<file path="config.mk">
export PLATFORM = sky130hd
export DESIGN_NAME = msi_vec_scanner
export DESIGN_NICKNAME = d
export VERILOG_FILES = /design/src/rtl/msi_scan_pkg.sv /design/src/rtl/msi_lsb_pick.sv /design/src/rtl/msi_vec_compose.sv /design/src/rtl/msi_scan_fsm.sv /design/src/rtl/msi_vec_scanner.sv
export SDC_FILE = /design/constraint.sdc
export NUM_CORES = 1
export LEC_CHECK = 0
export ABC_CLOCK_PERIOD_IN_PS = 6980
export BUFFER_PORTS_ARGS = -buffer_cell sky130_fd_sc_hd__buf_2
export CORE_MARGIN = 2
export CORE_UTILIZATION = 55
export DETAILED_ROUTE_END_ITERATION = 16
export PLACE_DENSITY = 0.75
export SKIP_CTS_REPAIR_TIMING = 1
export SYNTH_ARGS = -nofsm -noshare
export SYNTH_HDL_FRONTEND = slang
export SYNTH_SLANG_ARGS = --single-unit
</file>
<file path="constraint.sdc">
create_clock -name clk_i -period 6.98 [get_ports clk_i]
set_input_delay 0.349 -clock clk_i [delete_from_list [all_inputs] [get_ports clk_i]]
set_output_delay 0.349 -clock clk_i [all_outputs]
set_load 0.1 [all_outputs]
</file>
<file path="src/rtl/msi_scan_pkg.sv">
package msi_scan_pkg;

  typedef enum logic [2:0] {
    ST_IDLE,
    ST_SUM_REQ,
    ST_SUM_WAIT,
    ST_IDX_REQ,
    ST_IDX_WAIT,
    ST_EMIT
  } scan_st_e;

endpackage

</file>
<file path="src/rtl/msi_lsb_pick.sv">
module msi_lsb_pick #(
  parameter int W = 8,
  localparam int PW = (W > 1) ? $clog2(W) : 1
) (
  input  logic [W-1:0]  vec_i,
  output logic          any_o,
  output logic [PW-1:0] pos_o
);

  always_comb begin
    pos_o = '0;
    for (int i = W - 1; i >= 0; i--) begin
      if (vec_i[i]) pos_o = PW'(i);
    end
  end

  assign any_o = |vec_i;

  logic [W-1:0] below_mask;
  assign below_mask = (W'(1) << pos_o) - W'(1);

  always_comb begin
    if (any_o) begin
      AST_LSB_LOWEST: assert (vec_i[pos_o] && ((vec_i & below_mask) == '0));
    end
  end

endmodule

</file>
<file path="src/rtl/msi_vec_compose.sv">
module msi_vec_compose #(
  parameter int NUM_IDX = 8,
  parameter int BITS    = 16,
  parameter int NGROUPS = 16,
  localparam int IW = $clog2(NUM_IDX),
  localparam int BW = $clog2(BITS),
  localparam int GW = $clog2(NGROUPS),
  localparam int VW = $clog2(NUM_IDX * BITS * NGROUPS)
) (
  input  logic [IW-1:0] idx_i,
  input  logic [BW-1:0] bit_i,
  input  logic [GW-1:0] grp_i,
  output logic [VW-1:0] num_o
);

  logic [31:0] wide;

  always_comb begin
    wide  = ((32'(idx_i) * 32'(BITS)) + 32'(bit_i)) * 32'(NGROUPS) + 32'(grp_i);
    num_o = wide[VW-1:0];
  end

endmodule

</file>
<file path="src/rtl/msi_scan_fsm.sv">
module msi_scan_fsm
  import msi_scan_pkg::*;
#(
  parameter int NUM_IDX = 8,
  parameter int BITS    = 16,
  localparam int IW = $clog2(NUM_IDX),
  localparam int BW = $clog2(BITS)
) (
  input  logic            clk_i,
  input  logic            rst_ni,
  input  logic            grp_irq_i,
  output logic            rd_req_valid_o,
  input  logic            rd_req_ready_i,
  output logic            rd_req_sum_o,
  output logic [IW-1:0]   rd_req_idx_o,
  input  logic            rd_rsp_valid_i,
  input  logic [BITS-1:0] rd_rsp_data_i,
  output logic            vec_valid_o,
  input  logic            vec_ready_i,
  output logic [IW-1:0]   vec_idx_o,
  output logic [BW-1:0]   vec_bit_o
);

  scan_st_e          state_q;
  logic [NUM_IDX-1:0] sum_q;
  logic [BITS-1:0]    bits_q;
  logic [IW-1:0]      idx_q;

  logic [NUM_IDX-1:0] sum_clr, sum_src;
  logic [BITS-1:0]    bits_clr, bit_src;
  logic               sum_any, bit_any;
  logic [IW-1:0]      sum_pos;
  logic [BW-1:0]      bit_pos;

  assign sum_clr  = sum_q & ~(NUM_IDX'(1) << idx_q);
  assign sum_src  = (state_q == ST_SUM_WAIT) ? rd_rsp_data_i[NUM_IDX-1:0] : sum_clr;
  assign bit_src  = (state_q == ST_IDX_WAIT) ? rd_rsp_data_i : bits_q;
  assign bits_clr = bits_q & ~(BITS'(1) << bit_pos);

  msi_lsb_pick #(.W(NUM_IDX)) u_sum_pick (
    .vec_i (sum_src),
    .any_o (sum_any),
    .pos_o (sum_pos)
  );

  msi_lsb_pick #(.W(BITS)) u_bit_pick (
    .vec_i (bit_src),
    .any_o (bit_any),
    .pos_o (bit_pos)
  );

  assign rd_req_valid_o = (state_q == ST_SUM_REQ) || (state_q == ST_IDX_REQ);
  assign rd_req_sum_o   = (state_q == ST_SUM_REQ);
  assign rd_req_idx_o   = idx_q;
  assign vec_valid_o    = (state_q == ST_EMIT);
  assign vec_idx_o      = idx_q;
  assign vec_bit_o      = bit_pos;

  logic unused_any;
  assign unused_any = bit_any;

  always_ff @(posedge clk_i or negedge rst_ni) begin
    if (!rst_ni) begin
      state_q <= ST_IDLE;
      sum_q   <= '0;
      bits_q  <= '0;
      idx_q   <= '0;
    end else begin
      unique case (state_q)
        ST_IDLE: begin
          if (grp_irq_i) state_q <= ST_SUM_REQ;
        end
        ST_SUM_REQ: begin
          if (rd_req_ready_i) state_q <= ST_SUM_WAIT;
        end
        ST_SUM_WAIT: begin
          if (rd_rsp_valid_i) begin
            sum_q <= rd_rsp_data_i[NUM_IDX-1:0];
            if (sum_any) begin
              idx_q   <= sum_pos;
              state_q <= ST_IDX_REQ;
            end else begin
              state_q <= ST_IDLE;
            end
          end
        end
        ST_IDX_REQ: begin
          if (rd_req_ready_i) state_q <= ST_IDX_WAIT;
        end
        ST_IDX_WAIT: begin
          if (rd_rsp_valid_i) begin
            bits_q <= rd_rsp_data_i;
            if (rd_rsp_data_i != '0) begin
              state_q <= ST_EMIT;
            end else begin
              sum_q <= sum_clr;
              if (sum_any) begin
                idx_q   <= sum_pos;
                state_q <= ST_IDX_REQ;
              end else begin
                state_q <= ST_SUM_REQ;
              end
            end
          end
        end
        ST_EMIT: begin
          if (vec_ready_i) begin
            bits_q <= bits_clr;
            if (bits_clr == '0) begin
              sum_q <= sum_clr;
              if (sum_any) begin
                idx_q   <= sum_pos;
                state_q <= ST_IDX_REQ;
              end else begin
                state_q <= ST_SUM_REQ;
              end
            end
          end
        end
        default: state_q <= ST_IDLE;
      endcase
    end
  end

  logic pend_q;
  always_ff @(posedge clk_i or negedge rst_ni) begin
    if (!rst_ni) pend_q <= 1'b0;
    else if (rd_req_valid_o && rd_req_ready_i) pend_q <= 1'b1;
    else if (rd_rsp_valid_i) pend_q <= 1'b0;
  end

  AST_IDLE_QUIET: assert property (@(posedge clk_i) disable iff (!rst_ni)
    (state_q == ST_IDLE) |-> (!rd_req_valid_o && !vec_valid_o));

  AST_START_SUMMARY: assert property (@(posedge clk_i) disable iff (!rst_ni)
    (state_q == ST_IDLE && grp_irq_i) |=> (rd_req_valid_o && rd_req_sum_o));

  AST_ONE_INFLIGHT: assert property (@(posedge clk_i) disable iff (!rst_ni)
    pend_q |-> !rd_req_valid_o);

  AST_REQ_HOLD: assert property (@(posedge clk_i) disable iff (!rst_ni)
    (rd_req_valid_o && !rd_req_ready_i) |=>
      (rd_req_valid_o && $stable(rd_req_sum_o) && $stable(rd_req_idx_o)));

  AST_VEC_HOLD: assert property (@(posedge clk_i) disable iff (!rst_ni)
    (vec_valid_o && !vec_ready_i) |=>
      (vec_valid_o && $stable(vec_idx_o) && $stable(vec_bit_o)));

  AST_EMIT_PENDING: assert property (@(posedge clk_i) disable iff (!rst_ni)
    vec_valid_o |-> bits_q[bit_pos]);

endmodule

</file>
<file path="src/rtl/msi_vec_scanner.sv">
module msi_vec_scanner #(
  parameter int NUM_IDX      = 8,
  parameter int BITS_PER_IDX = 16,
  parameter int NUM_GROUPS   = 16,
  localparam int IW = $clog2(NUM_IDX),
  localparam int BW = $clog2(BITS_PER_IDX),
  localparam int GW = $clog2(NUM_GROUPS),
  localparam int VW = $clog2(NUM_IDX * BITS_PER_IDX * NUM_GROUPS)
) (
  input  logic                    clk_i,
  input  logic                    rst_ni,
  input  logic                    grp_irq_i,
  input  logic [GW-1:0]           grp_id_i,
  output logic                    rd_req_valid_o,
  input  logic                    rd_req_ready_i,
  output logic                    rd_req_sum_o,
  output logic [IW-1:0]           rd_req_idx_o,
  input  logic                    rd_rsp_valid_i,
  input  logic [BITS_PER_IDX-1:0] rd_rsp_data_i,
  output logic                    vec_valid_o,
  input  logic                    vec_ready_i,
  output logic [VW-1:0]           vec_num_o
);

  logic [IW-1:0] vec_idx;
  logic [BW-1:0] vec_bit;

  msi_scan_fsm #(
    .NUM_IDX (NUM_IDX),
    .BITS    (BITS_PER_IDX)
  ) u_fsm (
    .clk_i          (clk_i),
    .rst_ni         (rst_ni),
    .grp_irq_i      (grp_irq_i),
    .rd_req_valid_o (rd_req_valid_o),
    .rd_req_ready_i (rd_req_ready_i),
    .rd_req_sum_o   (rd_req_sum_o),
    .rd_req_idx_o   (rd_req_idx_o),
    .rd_rsp_valid_i (rd_rsp_valid_i),
    .rd_rsp_data_i  (rd_rsp_data_i),
    .vec_valid_o    (vec_valid_o),
    .vec_ready_i    (vec_ready_i),
    .vec_idx_o      (vec_idx),
    .vec_bit_o      (vec_bit)
  );

  msi_vec_compose #(
    .NUM_IDX (NUM_IDX),
    .BITS    (BITS_PER_IDX),
    .NGROUPS (NUM_GROUPS)
  ) u_compose (
    .idx_i (vec_idx),
    .bit_i (vec_bit),
    .grp_i (grp_id_i),
    .num_o (vec_num_o)
  );

  AST_NUM_STABLE: assert property (@(posedge clk_i) disable iff (!rst_ni)
    (vec_valid_o && !vec_ready_i) |=> $stable(vec_num_o));

endmodule

</file>
==> flow_summary.yaml, run 1 <==
run_status:
  outcome: "complete, no violations"
clock_tree:
  clock-sinks: 30
  htreeDepth: 2
  root_buffer: "clkbuf_8"
  clkLatencyLatePin_ns: 0.28
  cts_buffers: 5
  cts.path.max_buffers: 2
  cts_tree: "yes"
  clk_pin_slew_ns: 0.07
drt:
  drc: 0
  drt-initial-drc-count: 355
  num_vias: 2743
  wire_per_inst_um: 19.0
  wirelength_um: 7840
  first_pass_iters: 5
  routed_via_density: 6.66
  postRouteAntennaNets: 0
floorplanning:
  num_rows: 24
  ios: 43
  core_mm2: 0.00438
  die_h_um: 71.9
  initial_core_util: 0.578
  die_w_um: 71.9
  die_area_mm2: 0.00517
sta:
  tightest_slew_ns: 1.18
  setup_viol: 0
  rsz0062_at_grt: "false"
  fmax_mhz: 253
  period_needed_ns: 3.96
  fin_skew_ns: 0.00663
  fin_ws_ns: 3.02
  finalMaxSlewViolations: 0
  fin_setup_tns_ns: 0
  hold_viol: 0
  finalCritPeriodShare: 0.567
  maxSlewHeadroom: 0.210
  timing.hold.ws_ns: 0.117
placed_design:
  placed_area_mm2: 0.00265
  dp_slack_ns: 3.12
  gp_congestion: 1.04
  dp_hpwl_um: 5740
  portBuffers: 34
critical_path:
  slowest_stage: "nor3b_2"
  critPathMaxFanout: 22
  crit_type: "reg -> reg"
  cp-end-kind: "register"
  critPathLaunchType: "register"
  cp.required_ns: 7.15
  arrival_ns: 4.12
  path_cells: "nor3b_2 -> o311ai_1 -> a41oi_2 -> nor4_1 -> a211oi_1 -> nor3_2 -> a31oi_2 -> nor2_1 -> o22a_1"
  path_buf_inv: 0
  critical_path.top_delay_family: "compound AO/OA/AOI/OAI gates"
  critPathMaxStageDelay_ns: 0.83
cells_and_area:
  areaGrowthSynthToFinish_pct: 8.15
  n_antenna_cell: 0
  final_area_mm2: 0.00274
  fin_nets: 385
  drive_above_1_share: 0.167
global_routing:
  grt_max_degree: 31
  grt.overflow.total: 0
  antenna_found_initial: 0
  grt_usage: 0.323
  grt_pass1_vias: 2544
  grt_pass1_wl_um: 12900
synth:
  syn_area_mm2: 0.00253
  yosysUniqueCellTypes: 59
  async_flop_share: 1.00
  synth_top_area_frac: 0.296
  yosys-top-cells-count: "nor2_1 (42), nand2_1 (40), dfrtp_1 (30)"
  synthMostInstantiatedCell: "nor2_1"
  syn-num-nets: 366
  ys_ff_latch: 30
  ys_seq_area_frac: 0.296
  syn_avg_cell_area_um2: 7.45
  yosysWarnings: 0
  syn_inst: 340
  synth_ff_type: "dfrtp_1"
  synthTopCellsByArea: "dfrtp_1 (30%), nor2_1 (6.2%), nand2_1 (5.9%)"
  synth_edf_count: 0
  synth_area_leader_cell: "dfrtp_1"
hold_path:
  hp-class: "in -> async"
flow_run:
  maxCapViolations: 0
## registers in the layout, indices dropped and copies added (netlist names)
name and flops:
u_fsm.state_q 3, u_fsm.sum_q 8, u_fsm.bits_q 16, u_fsm.rd_req_idx_o 3
## cells in the final DEF, fill, tap and decap left out, drive strengths merged, types with 8 or more instances in the layout
cell / synthesis / layout
a21oi: 22 / 22
a22o: 10 / 10
a31oi: 11 / 11
buf: 13 / 34
dfrtp: 30 / 30
inv: 16 / 16
nand2: 40 / 40
nand3: 8 / 8
nor2: 42 / 42
nor3: 18 / 18
nor4: 12 / 12
o21ai: 37 / 37
o31ai: 10 / 10
## routing by layer
| layer | routed length [um] | GRT usage |
|---|---|---|
| met4 | 176 | 0.132 |
| met1 | 3620 | 0.493 |
| met5 | 0 | 0 |
| met3 | 680 | 0.0464 |
| met2 | 3360 | 0.455 |
## logic make-up (layout without fill, tap and decap cells)
group / Yosys count / after routing / share of synthesized area
AND/OR/NAND/NOR: 146 / 146 / 0.290
flip-flops: 30 / 30 / 0.296
buffers and inverters: 38 / 58 / 0.0726
AO/OA/AOI/OAI: 122 / 122 / 0.324
multiplexers: 4 / 4 / 0.0163
## through the flow
| stage | cells | utilization |
|---|---|---|
| 5_1_grt | 412 | 0.625 |
| 2_1_floorplan | 340 | - |
| 4_1_cts | 412 | 0.625 |
| 3_5_place_dp | 404 | 0.603 |
| 6_report | 412 | 0.625 |
| 3_3_place_gp | 404 | 0.603 |
## final timing paths
kind	end	cells after the start	start	slack, ns
min in group clk_i	u_fsm.bits_q[14]$_DFFE_PN0P_	3	rd_rsp_data_i[14]	0.34
worst max-delay path	u_fsm.rd_req_idx_o[2]$_DFFE_PN0P_	9	u_fsm.state_q[2]$_DFFE_PN0P_	3.02
worst min-delay path	u_fsm.bits_q[8]$_DFFE_PN0P_	1	rst_ni	0.12
worst max register to register	u_fsm.rd_req_idx_o[2]$_DFFE_PN0P_	9	u_fsm.state_q[2]$_DFFE_PN0P_	3.02
worst min register to register	u_fsm.sum_q[6]$_DFFE_PN0P_	2	u_fsm.sum_q[6]$_DFFE_PN0P_	0.49
max in group asynchronous	u_fsm.bits_q[4]$_DFFE_PN0P_	1	rst_ni	6.40
## final cells by class
type | count | area (um2)
Fill cell | 408 | 1640
Multi-Input combinational cell | 272 | 1600
Sequential cell | 30 | 751
Timing Repair Buffer | 34 | 170
Clock buffer | 6 | 82.6
Tap cell | 52 | 65.1
Inverter | 16 | 60.1
Clock inverter | 2 | 12.5
Power of run 1 is not shown: default switching activity piles up to over one toggle a cycle in this logic, so the estimate is an artifact.
==> inputs of run 2 (changes only) <==
--- a/config.mk
+++ b/config.mk
@@ -5,7 +5,7 @@
 export SDC_FILE = /design/constraint.sdc
 export NUM_CORES = 1
 export LEC_CHECK = 0
-export ABC_CLOCK_PERIOD_IN_PS = 6980
+export ABC_CLOCK_PERIOD_IN_PS = 3700
 export BUFFER_PORTS_ARGS = -buffer_cell sky130_fd_sc_hd__buf_2
 export CORE_MARGIN = 2
 export CORE_UTILIZATION = 55
==> constraint.sdc (replaced) <==
create_clock -name clk_i -period 3.7 [get_ports clk_i]
set_input_delay 0.185 -clock clk_i [delete_from_list [all_inputs] [get_ports clk_i]]
set_output_delay 0.185 -clock clk_i [all_outputs]
set_load 0.1 [all_outputs]
==> run 2 against run 1 <==
Against the previous run: die area did not move; critical path depth grew 2; setup slack worse by 2.8 ns; clock-buffer cell count fell by 1; routed wire length up 2.6%; final area rose by 3.1%; non-clock buffer count up 13; cell count rose by 2.9%; sequential share of layout area fell by 0.81 points; the run now ends with hold timing left; maximum frequency grew 15%.
==> flow_summary.yaml, run 2 (same netlist as run 1, synthesis figures left out) <==
critical_path:
  critical_path.top_delay_family: "simple AND/OR/NAND/NOR gates"
  crit_type: "reg -> reg"
  critPathMaxStageDelay_ns: 0.47
  path_buf_inv: 1
  path_cells: "nor4_2 -> or3b_1 -> a22oi_1 -> o21ai_1 -> o31ai_1 -> nand2_1 -> nor3_2 -> a31oi_2 -> buf_4 -> nand2_1 -> o21ai_1"
  cp-end-kind: "register"
  arrival_ns: 3.61
  critPathMaxFanout: 12
  critPathLaunchType: "register"
  rrSetupSlack_ns: 0.26
  slowest_stage: "a22oi_1"
  cp.required_ns: 3.87
floorplanning:
  ios: 43
  die_w_um: 71.9
  core_mm2: 0.00438
  die_h_um: 71.9
  num_rows: 24
  die_area_mm2: 0.00517
  initial_core_util: 0.578
placed_design:
  gp_congestion: 0.989
  portBuffers: 34
  dp_hpwl_um: 6050
sta:
  finalCritPeriodShare: 0.929
  fmax_mhz: 291
  fin_skew_ns: 0.00558
  setup_viol: 0
  timing.hold.ws_ns: -0.0682
  tightest_slew_ns: 0.977
  rsz0062_at_grt: "false"
  fin_setup_tns_ns: 0
  hold_viol: 30
  maxSlewHeadroom: 0.343
  period_needed_ns: 3.44
  finalMaxSlewViolations: 0
global_routing:
  grt_pass1_wl_um: 13000
  grt_pass1_vias: 2537
  grt.overflow.total: 0
  grt_usage: 0.327
  antenna_found_initial: 0
  grt_max_degree: 31
drt:
  wirelength_um: 8040
  drt-initial-drc-count: 277
  wire_per_inst_um: 19.0
  first_pass_iters: 5
  drc: 0
  routed_via_density: 6.58
  postRouteAntennaNets: 0
  num_vias: 2788
cells_and_area:
  multi_input_area_mm2: 0.00160
  drive_above_1_share: 0.196
  final_common_cell: "nor2_1"
  areaGrowthSynthToFinish_pct: 11.5
  seq_area_um2: 751
  top_register: "u_fsm.bits_q"
  fin_nets: 398
  n_antenna_cell: 0
  largest_reg_flops: 16
  nFillCells: 427
  top_regs: "u_fsm.bits_q x16, u_fsm.sum_q x8"
  layout.cells.most_common_list: "nor2_1 (41), nand2_1 (40), buf_2 (34), dfrtp_1 (30), o21ai_0 (28)"
clock_tree:
  cts_tree: "yes"
  cts.path.max_buffers: 2
  clock-sinks: 30
  root_buffer: "clkbuf_8"
  htreeDepth: 2
  clk_pin_slew_ns: 0.07
  cts_buffers: 5
  clkLatencyLatePin_ns: 0.29
run_status:
  outcome: "complete, but fails checks"
  violations: "hold timing"
flow_run:
  maxCapViolations: 0
hold_path:
  hp-class: "in -> async"
## run 2: cell type report
type                       instances  area share
inverter                          16      0.0213
clock inverter                     2     0.00354
clock buffer                       5      0.0244
timing repair buffer              47      0.0948
tap                               52      0.0230
sequential                        30       0.266
multi-input combinational        272       0.567
## run 2: metal layers
metal	track usage	vias up	wire length [um]
li1	-	1330	-
met3	0.0745	13	784
met5	0	-	0
met4	0.107	0	124
met2	0.478	146	3520
met1	0.478	1299	3610
## run 2: stage by stage
stage | std cells | hold slack, ns | area, um2 | setup slack, ns | util
after CTS | 424 | -0.0393 | 2820 | 0.333 | 0.644
after global routing | 424 | 0.00690 | 2820 | 0.0330 | 0.644
after global placement | 417 | 0.264 | 2750 | 0.403 | 0.626
after floorplan | 340 | -0.111 | 2540 | 0.202 | -
final | 424 | -0.0682 | 2820 | 0.264 | 0.644
after detailed placement | 417 | 0.271 | 2750 | 0.363 | 0.626
## run 2: worst paths after layout
kind                                              start                                 to  cells after the start
max in group asynchronous                        rst_ni  u_fsm.rd_req_idx_o[2]$_DFFE_PN0P_                      1
max reg2reg                u_fsm.bits_q[11]$_DFFE_PN0P_         u_fsm.sum_q[7]$_DFFE_PN0P_                     11
max                        u_fsm.bits_q[11]$_DFFE_PN0P_         u_fsm.sum_q[7]$_DFFE_PN0P_                     11
min                                              rst_ni       u_fsm.bits_q[10]$_DFFE_PN0P_                      1
min in group clk_i                    rd_rsp_data_i[14]       u_fsm.bits_q[14]$_DFFE_PN0P_                      3
min reg2reg                  u_fsm.sum_q[6]$_DFFE_PN0P_         u_fsm.sum_q[6]$_DFFE_PN0P_                      2
## run 2: worst register-to-register path, cell delays in order (launching register included)
cell     delay [ns]
dfrtp_1        0.45
nor4_2         0.46
or3b_1         0.43
a22oi_1        0.47
o21ai_1        0.22
o31ai_1        0.27
nand2_1        0.10
nor3_2         0.27
a31oi_2        0.26
buf_4          0.25
nand2_1        0.07
o21ai_1        0.06
Power of run 2 is left out for the same reason.
